`src/rtl/adc_seq_pkg.sv`:
```
package adc_seq_pkg;
   typedef enum logic [1:0] {
      SEQ_ONE      = 2'd0,
      SEQ_SCAN     = 2'd1,
      SEQ_REP_ONE  = 2'd2,
      SEQ_REP_SCAN = 2'd3
   } seq_mode_e;

   typedef enum logic [1:0] {
      ST_IDLE   = 2'd0,
      ST_SAMPLE = 2'd1,
      ST_CONV   = 2'd2,
      ST_WAIT   = 2'd3
   } seq_state_e;
endpackage

```
`src/rtl/adc_trig_sel.sv`:
```
module adc_trig_sel #(
   parameter int NTMR  = 3,
   parameter int SEL_W = 2
) (
   input  logic             clk,
   input  logic             rst_n,
   input  logic             sw_go,
   input  logic [NTMR-1:0]  tmr_trig,
   input  logic [SEL_W-1:0] src,
   input  logic             src_inv,
   output logic             trig_rise
);
   localparam int NSRC = NTMR + 1;

   if (NSRC > (1 << SEL_W)) begin : g_bad_sel
      $error("adc_trig_sel: SEL_W too narrow for NTMR sources");
   end

   logic            sw_bit;
   logic [NSRC-1:0] srcv;
   logic            picked, lvl, lvl_q;

   always_ff @(posedge clk) begin
      if (!rst_n) sw_bit <= 1'b0;
      else        sw_bit <= sw_go;
   end

   assign srcv = {tmr_trig, sw_bit};

   always_comb begin
      picked = 1'b0;
      for (int i = 0; i < NSRC; i++)
         if (int'(src) == i) picked = srcv[i];
   end

   assign lvl = picked ^ src_inv;

   always_ff @(posedge clk) begin
      if (!rst_n) lvl_q <= 1'b0;
      else        lvl_q <= lvl;
   end

   assign trig_rise = lvl & ~lvl_q;


   sw_self_clear_chk: assert property (@(posedge clk) disable iff (!rst_n)
      sw_bit |-> $past(sw_go));
endmodule

```
`src/rtl/adc_sample_timer.sv`:
```
module adc_sample_timer #(
   parameter int HOLD0 = 4,
   parameter int HOLD1 = 8,
   parameter int HOLD2 = 16,
   parameter int HOLD3 = 64
) (
   input  logic       clk,
   input  logic       rst_n,
   input  logic       run,
   input  logic       tick,
   input  logic [1:0] sel,
   output logic       done
);
   localparam int HMAX01 = (HOLD0 > HOLD1) ? HOLD0 : HOLD1;
   localparam int HMAX23 = (HOLD2 > HOLD3) ? HOLD2 : HOLD3;
   localparam int HMAX   = (HMAX01 > HMAX23) ? HMAX01 : HMAX23;
   localparam int CNT_W  = $clog2(HMAX + 1);

   if (HOLD0 < 1 || HOLD1 < 1 || HOLD2 < 1 || HOLD3 < 1) begin : g_bad_hold
      $error("adc_sample_timer: every window length must be at least 1");
   end

   logic [CNT_W-1:0] cnt, lim_m1;

   always_comb begin
      unique case (sel)
         2'd0:    lim_m1 = CNT_W'(HOLD0 - 1);
         2'd1:    lim_m1 = CNT_W'(HOLD1 - 1);
         2'd2:    lim_m1 = CNT_W'(HOLD2 - 1);
         default: lim_m1 = CNT_W'(HOLD3 - 1);
      endcase
   end

   assign done = run & tick & (cnt >= lim_m1);

   always_ff @(posedge clk) begin
      if (!rst_n || !run) cnt <= '0;
      else if (tick && !done) cnt <= cnt + 1'b1;
   end


   cnt_bound_chk: assert property (@(posedge clk) disable iff (!rst_n)
      (run && $stable(sel)) |-> (cnt <= lim_m1));
endmodule

```
`src/rtl/adc_seq_fsm.sv`:
```
module adc_seq_fsm
   import adc_seq_pkg::*;
#(
   parameter int CH_W = 4
) (
   input  logic            clk,
   input  logic            rst_n,
   input  logic            en,
   input  logic            trig_rise,
   input  logic [1:0]      mode,
   input  logic [CH_W-1:0] chan_top,
   input  logic            auto_go,
   input  logic            samp_done,
   input  logic            cv_done,
   output logic            sample_run,
   output logic            cv_start,
   output logic [CH_W-1:0] chan_sel,
   output logic            busy,
   output logic            load
);
   seq_state_e      st;
   seq_mode_e       m;
   logic [CH_W-1:0] chan, chan_nxt;
   logic            seq_end;

   assign m = seq_mode_e'(mode);

   always_comb begin
      seq_end  = (m == SEQ_ONE) || ((m == SEQ_SCAN) && (chan == '0));
      if (m == SEQ_REP_ONE)  chan_nxt = chan;
      else if (chan == '0)   chan_nxt = chan_top;
      else                   chan_nxt = chan - 1'b1;
   end

   always_ff @(posedge clk) begin
      if (!rst_n) begin
         st       <= ST_IDLE;
         chan     <= '0;
         cv_start <= 1'b0;
      end else begin
         cv_start <= 1'b0;
         unique case (st)
            ST_IDLE: if (en && trig_rise) begin
               chan <= chan_top;
               st   <= ST_SAMPLE;
            end
            ST_SAMPLE: begin
               if (!en) st <= ST_IDLE;
               else if (samp_done) begin
                  st       <= ST_CONV;
                  cv_start <= 1'b1;
               end
            end
            ST_CONV: if (cv_done) begin
               if (!en || seq_end) st <= ST_IDLE;
               else begin
                  chan <= chan_nxt;
                  st   <= auto_go ? ST_SAMPLE : ST_WAIT;
               end
            end
            default: begin
               if (!en) st <= ST_IDLE;
               else if (trig_rise) st <= ST_SAMPLE;
            end
         endcase
      end
   end

   assign sample_run = (st == ST_SAMPLE);
   assign busy       = (st != ST_IDLE);
   assign load       = (st == ST_CONV) && cv_done;
   assign chan_sel   = chan;


   start_needs_en_chk: assert property (@(posedge clk) disable iff (!rst_n)
      cv_start |-> $past(en));

   start_pulse_chk: assert property (@(posedge clk) disable iff (!rst_n)
      cv_start |=> !cv_start);

   scan_step_chk: assert property (@(posedge clk) disable iff (!rst_n)
      (load && en && (m == SEQ_SCAN) && (chan_sel != '0)) |=> (chan_sel == $past(chan_sel) - 1'b1));
endmodule

```
`src/rtl/adc_result_reg.sv`:
```
module adc_result_reg #(
   parameter int RES_W = 10,
   parameter int OUT_W = 16
) (
   input  logic             clk,
   input  logic             rst_n,
   input  logic             load,
   input  logic [RES_W-1:0] data,
   input  logic             fmt_signed,
   input  logic             irq_ack,
   input  logic             flag_clear,
   input  logic             irq_en,
   output logic [OUT_W-1:0] result,
   output logic             irq_flag,
   output logic             irq_req
);
   localparam int EXT_W = OUT_W - RES_W;

   logic [RES_W-1:0] flipped;
   logic [OUT_W-1:0] fmt_val;

   assign flipped = {~data[RES_W-1], data[RES_W-2:0]};

   if (RES_W < 2) begin : g_bad_res
      $error("adc_result_reg: RES_W must be at least 2");
   end
   if (EXT_W > 0) begin : g_wide
      assign fmt_val = fmt_signed ? {{EXT_W{flipped[RES_W-1]}}, flipped}
                                  : {{EXT_W{1'b0}}, data};
   end else if (EXT_W == 0) begin : g_exact
      assign fmt_val = fmt_signed ? flipped : data;
   end else begin : g_bad_out
      $error("adc_result_reg: OUT_W narrower than RES_W");
      assign fmt_val = '0;
   end

   always_ff @(posedge clk) begin
      if (!rst_n) begin
         result   <= '0;
         irq_flag <= 1'b0;
      end else begin
         if (load) begin
            result   <= fmt_val;
            irq_flag <= 1'b1;
         end else if (irq_ack || flag_clear) begin
            irq_flag <= 1'b0;
         end
      end
   end

   assign irq_req = irq_flag & irq_en;


   flag_on_load_chk: assert property (@(posedge clk) disable iff (!rst_n)
      load |=> irq_flag);

   req_has_flag_chk: assert property (@(posedge clk) disable iff (!rst_n)
      irq_req |-> irq_flag);
endmodule

```
`src/rtl/adc_seq_ctrl.sv`:
```
module adc_seq_ctrl #(
   parameter int RES_W = 10,
   parameter int OUT_W = 16,
   parameter int CH_W  = 4,
   parameter int NTMR  = 3,
   parameter int SEL_W = 2,
   parameter int HOLD0 = 4,
   parameter int HOLD1 = 8,
   parameter int HOLD2 = 16,
   parameter int HOLD3 = 64
) (
   input  logic             clk,
   input  logic             rst_n,
   input  logic             cfg_enable,
   input  logic             sw_go,
   input  logic [1:0]       cfg_mode,
   input  logic [CH_W-1:0]  cfg_chan,
   input  logic             cfg_auto,
   input  logic [1:0]       cfg_hold,
   input  logic [SEL_W-1:0] cfg_src,
   input  logic             cfg_src_inv,
   input  logic             cfg_signed,
   input  logic             cfg_irq_en,
   input  logic             irq_ack,
   input  logic             flag_clear,
   input  logic [NTMR-1:0]  tmr_trig,
   input  logic             cv_tick,
   output logic             cv_start,
   input  logic             cv_done,
   input  logic [RES_W-1:0] cv_data,
   output logic [CH_W-1:0]  chan_sel,
   output logic             sample_win,
   output logic             busy,
   output logic [OUT_W-1:0] result,
   output logic             irq_flag,
   output logic             irq_req
);
   logic trig_rise, samp_done, load;

   adc_trig_sel #(.NTMR(NTMR), .SEL_W(SEL_W)) u_trig (
      .clk(clk), .rst_n(rst_n), .sw_go(sw_go), .tmr_trig(tmr_trig),
      .src(cfg_src), .src_inv(cfg_src_inv), .trig_rise(trig_rise));

   adc_sample_timer #(.HOLD0(HOLD0), .HOLD1(HOLD1), .HOLD2(HOLD2), .HOLD3(HOLD3)) u_timer (
      .clk(clk), .rst_n(rst_n), .run(sample_win), .tick(cv_tick),
      .sel(cfg_hold), .done(samp_done));

   adc_seq_fsm #(.CH_W(CH_W)) u_fsm (
      .clk(clk), .rst_n(rst_n), .en(cfg_enable), .trig_rise(trig_rise),
      .mode(cfg_mode), .chan_top(cfg_chan), .auto_go(cfg_auto),
      .samp_done(samp_done), .cv_done(cv_done), .sample_run(sample_win),
      .cv_start(cv_start), .chan_sel(chan_sel), .busy(busy), .load(load));

   adc_result_reg #(.RES_W(RES_W), .OUT_W(OUT_W)) u_res (
      .clk(clk), .rst_n(rst_n), .load(load), .data(cv_data),
      .fmt_signed(cfg_signed), .irq_ack(irq_ack), .flag_clear(flag_clear),
      .irq_en(cfg_irq_en), .result(result), .irq_flag(irq_flag), .irq_req(irq_req));
endmodule

```
`config.mk`:
```
export PLATFORM = sky130hd
export DESIGN_NAME = adc_seq_ctrl
export DESIGN_NICKNAME = d
export VERILOG_FILES = /design/src/rtl/adc_seq_pkg.sv /design/src/rtl/adc_trig_sel.sv /design/src/rtl/adc_sample_timer.sv /design/src/rtl/adc_seq_fsm.sv /design/src/rtl/adc_result_reg.sv /design/src/rtl/adc_seq_ctrl.sv
export SDC_FILE = /design/constraint.sdc
export NUM_CORES = 1
export LEC_CHECK = 0
export ABC_AREA = 1
export CAP_MARGIN = 5
export CORE_MARGIN = 2
export CORE_UTILIZATION = 29
export CTS_CLUSTER_SIZE = 20
export DETAILED_ROUTE_END_ITERATION = 12
export PLACE_DENSITY = 0.64
export SETUP_SLACK_MARGIN = 0.02
export SLEW_MARGIN = 10
export SYNTH_ARGS = -nofsm -noshare
export SYNTH_HDL_FRONTEND = slang
export SYNTH_HIERARCHICAL = 1
export SYNTH_SLANG_ARGS = --single-unit
```
`constraint.sdc`:
```
create_clock -name clk -period 3.5 [get_ports clk]
set_input_delay 0.35 -clock clk [delete_from_list [all_inputs] [get_ports clk]]
set_output_delay 0.35 -clock clk [all_outputs]
set_load 0.01 [all_outputs]
```
==> run summary <==
DP Wirelength -> 2.969 mm
Final Cycle Share -> 0.6172
Area Overhead vs Synth -> 39.69%
number of enable flip-flop cells after synthesis -> 0
Synth top cells by count -> 61 x nand2_1, 46 x nor2_1, 33 x inv_1, 28 x dfxtp_1, 13 x nand3_1
gr ovfl total -> 0
Synthesis Warnings -> 6
worst-margin pin slew -> 737.8 ps
Wirelength per Cell -> 10.13 um
Vias -> 1,670
Largest delay share family, worst path -> simple AND/OR/NAND/NOR gates
# setup viols final -> 0
Num CTS Buffers -> 3
GP Congestion -> 0.7792
Synth area leader -> dfxtp_1
Resized cells post-CTS -> 0
Layout fillers -> 582
leakage power -> 1.101 nW
CTS Sinks -> 28
Setup Buffers After CTS -> 0
largest net degree at the start of global routing -> 23
core area -> 0.005574 sq mm
DRC -> 0
CP Buf/Inv Count -> 2
final slew viol count -> 0
relative slew slack -> 0.5066
Post-CTS Hold Buffers -> 0
total global-route track usage -> 0.1240
vias in the first global route -> 1,541
gate count after technology mapping -> 256
Clock Path Buffers -> 2
Worst VDD drop -> 268.7 uV
ys async rst share -> 0
final hold violation count -> 0
status -> finished, final reports clean
dpl ws -> 1056 ps
FMAX -> 462.9 MHz
initial core utilization -> 0.3037
Syn Area/Cell -> 6.613 sq um
RSZ-0062 raised after global routing -> false
Synth cell types -> 27
largest stage delay on the critical path -> 490 ps
Worst-path clk slew -> 100 ps
Die Y -> 80.41 um
post-route antenna net violation count -> 0
ANT cells -> 0
min Tclk post-route -> 2160 ps
register bit total from synthesis -> 28
crit path max fanout -> 14
CP Launch Type -> input port
crit-path cells -> clkdlybuf4s50_1, nand2_1, ha_1, nand2_1, a21oi_1, nor2_1, nand2_1, nand2_2, inv_1, o21ai_0, nor2_1, o21ai_0, a21oi_1
layout cells sized above 1 -> 0.07767
hold crit path type -> flop to flop
count leader, synth -> nand2_1
Placed Area -> 0.002293 sq mm
vias per cell -> 4.383
port bufs -> 59
# rows -> 27
synthesized net count -> 302
largest cells by area after synthesis -> dfxtp_1 33%, nand2_1 14%, nor2_1 10%, ha_1 8.1%, inv_1 7.3%
Die Wd -> 80.41 um
first-pass GRT wire length -> 6.465 mm
Final TNS setup -> 0 ps
Setup crit end kind -> flop
drt total wl -> 3.859 mm
final net count -> 356
most frequent CP cell -> nand2_1
num ports -> 60
CP required -> 3710 ps
antenna violations before repair -> 0
Crit Path Category -> input port to flop
clock root buffer -> clkbuf_8
P per Cell Area -> 571.3 mW/mm^2
skew final -> 3.917 ps
Clk Latency, worst-skew pair -> 270 ps
Arr. time, crit path -> 2370 ps
worst setup margin -> 1340 ps
synthesized area -> 0.001693 sq mm
Final Hold Slack -> 497.7 ps
CP max-delay cell -> clkdlybuf4s50_1
Seq/Total Area, Yosys -> 0.3311
Pre-antenna DRT Iters -> 4
H-tree levels -> 1
CTS tree -> built
Max-cap violations -> 0
Post-synth top flop -> dfxtp_1
DIE AREA -> 0.006465 sq mm
post-layout instance area -> 0.002365 sq mm
DRT iter0 DRCs -> 42
Yosys top cell area share -> 0.3311
==> worst paths after layout <==
path | endpoint | start | depth (start not counted) | slack, ps
worst max-delay path | u_fsm/st[0] | cfg_hold[1] | 13 | 1340
worst min-delay path | u_timer/cnt[6] | u_timer/cnt[6] | 2 | 500
worst max register to register | u_fsm/st[0] | u_timer/cnt[5] | 11 | 1640
worst min register to register | u_timer/cnt[6] | u_timer/cnt[6] | 2 | 500
==> metrics by stage <==
stage | cells | util | total power, mW
2_1_floorplan | 256 | - | 0.8652
3_3_place_gp | 377 | 0.4114 | 1.095
3_5_place_dp | 377 | 0.4114 | 1.105
4_1_cts | 381 | 0.4242 | 1.369
5_1_grt | 381 | 0.4242 | 1.480
6_report | 381 | 0.4242 | 1.351
==> state kept, by name (all words and copies together), names as in the netlist <==
name and cells:
u_timer/cnt 7, u_res/result 11, u_trig/sw_bit 1, u_fsm/chan_sel 4, u_res/irq_flag 1, u_trig/lvl_q 1, u_fsm/st 2, u_fsm/cv_start 1
==> routing by layer <==
layer,up-vias,share of wire,GRT usage
li1,894,-,-
met1,735,0.47,0.1533
met2,37,0.47,0.2142
met3,4,0.045,0.02921
met4,0,0.015,0.03390
met5,-,0,0
==> final cells by class <==
| type | count | area [sq um] | area share |
|---|---|---|---|
| Clock inverter | 1 | 30.03 | 0.01270 |
| Clock buffer | 3 | 41.29 | 0.01746 |
| Tap cell | 72 | 90.09 | 0.03810 |
| Sequential cell | 28 | 560.5 | 0.2370 |
| Inverter | 39 | 146.4 | 0.06190 |
| Timing Repair Buffer | 59 | 590.6 | 0.2497 |
| Multi-Input combinational cell | 179 | 905.9 | 0.3831 |
==> cells by family (layout without fill, tap and decap cells) <==
kind of cell | after synthesis | in the layout | synth area share
adder cells (fa/ha/maj) | 11 | 11 | 0.08130
flip-flops | 28 | 28 | 0.3311
buffers and inverters | 49 | 102 | 0.1338
AND/OR/NAND/NOR | 138 | 138 | 0.3585
AO/OA/AOI/OAI | 30 | 30 | 0.09535
==> layout by cell type, fill, tap and decap left out <==
cell type         n
clkinv_1          2
nor2_1           46
inv_1            33
nand3b_1          1
or2_2             1
nor3b_2           1
nand2_1          61
nand3_2           3
bufinv_16         1
a21oi_1          12
clkdlybuf4s50_1  59
nand4_1           3
nor3_2            1
nand3_1          13
nor2_2            1
ha_1             11
o21ai_2           1
nand2_4           1
inv_2             4
dfxtp_1          28
clkbuf_8          3
a21oi_2           2
o21ai_0          11
or2_0             1
nand2_2           5
o21ai_1           4
==> power breakdown <==
part           total (mW)  switching, mW  internal, mW
clock               0.256          0.103         0.153
sequential          0.429         0.0464         0.383
combinational       0.666          0.363         0.303
total                1.35          0.512         0.839
==> worst register-to-register path: stages (launching register included) <==
cell and delay, ps:
dfxtp_1 360, ha_1 300, nand2_1 60, a21oi_1 110
nor2_1 50, nand2_1 70, nand2_2 170, inv_1 120
o21ai_0 90, nor2_1 200, o21ai_0 100, a21oi_1 160
No activity file was read; power rests on OpenSTA's default activity.
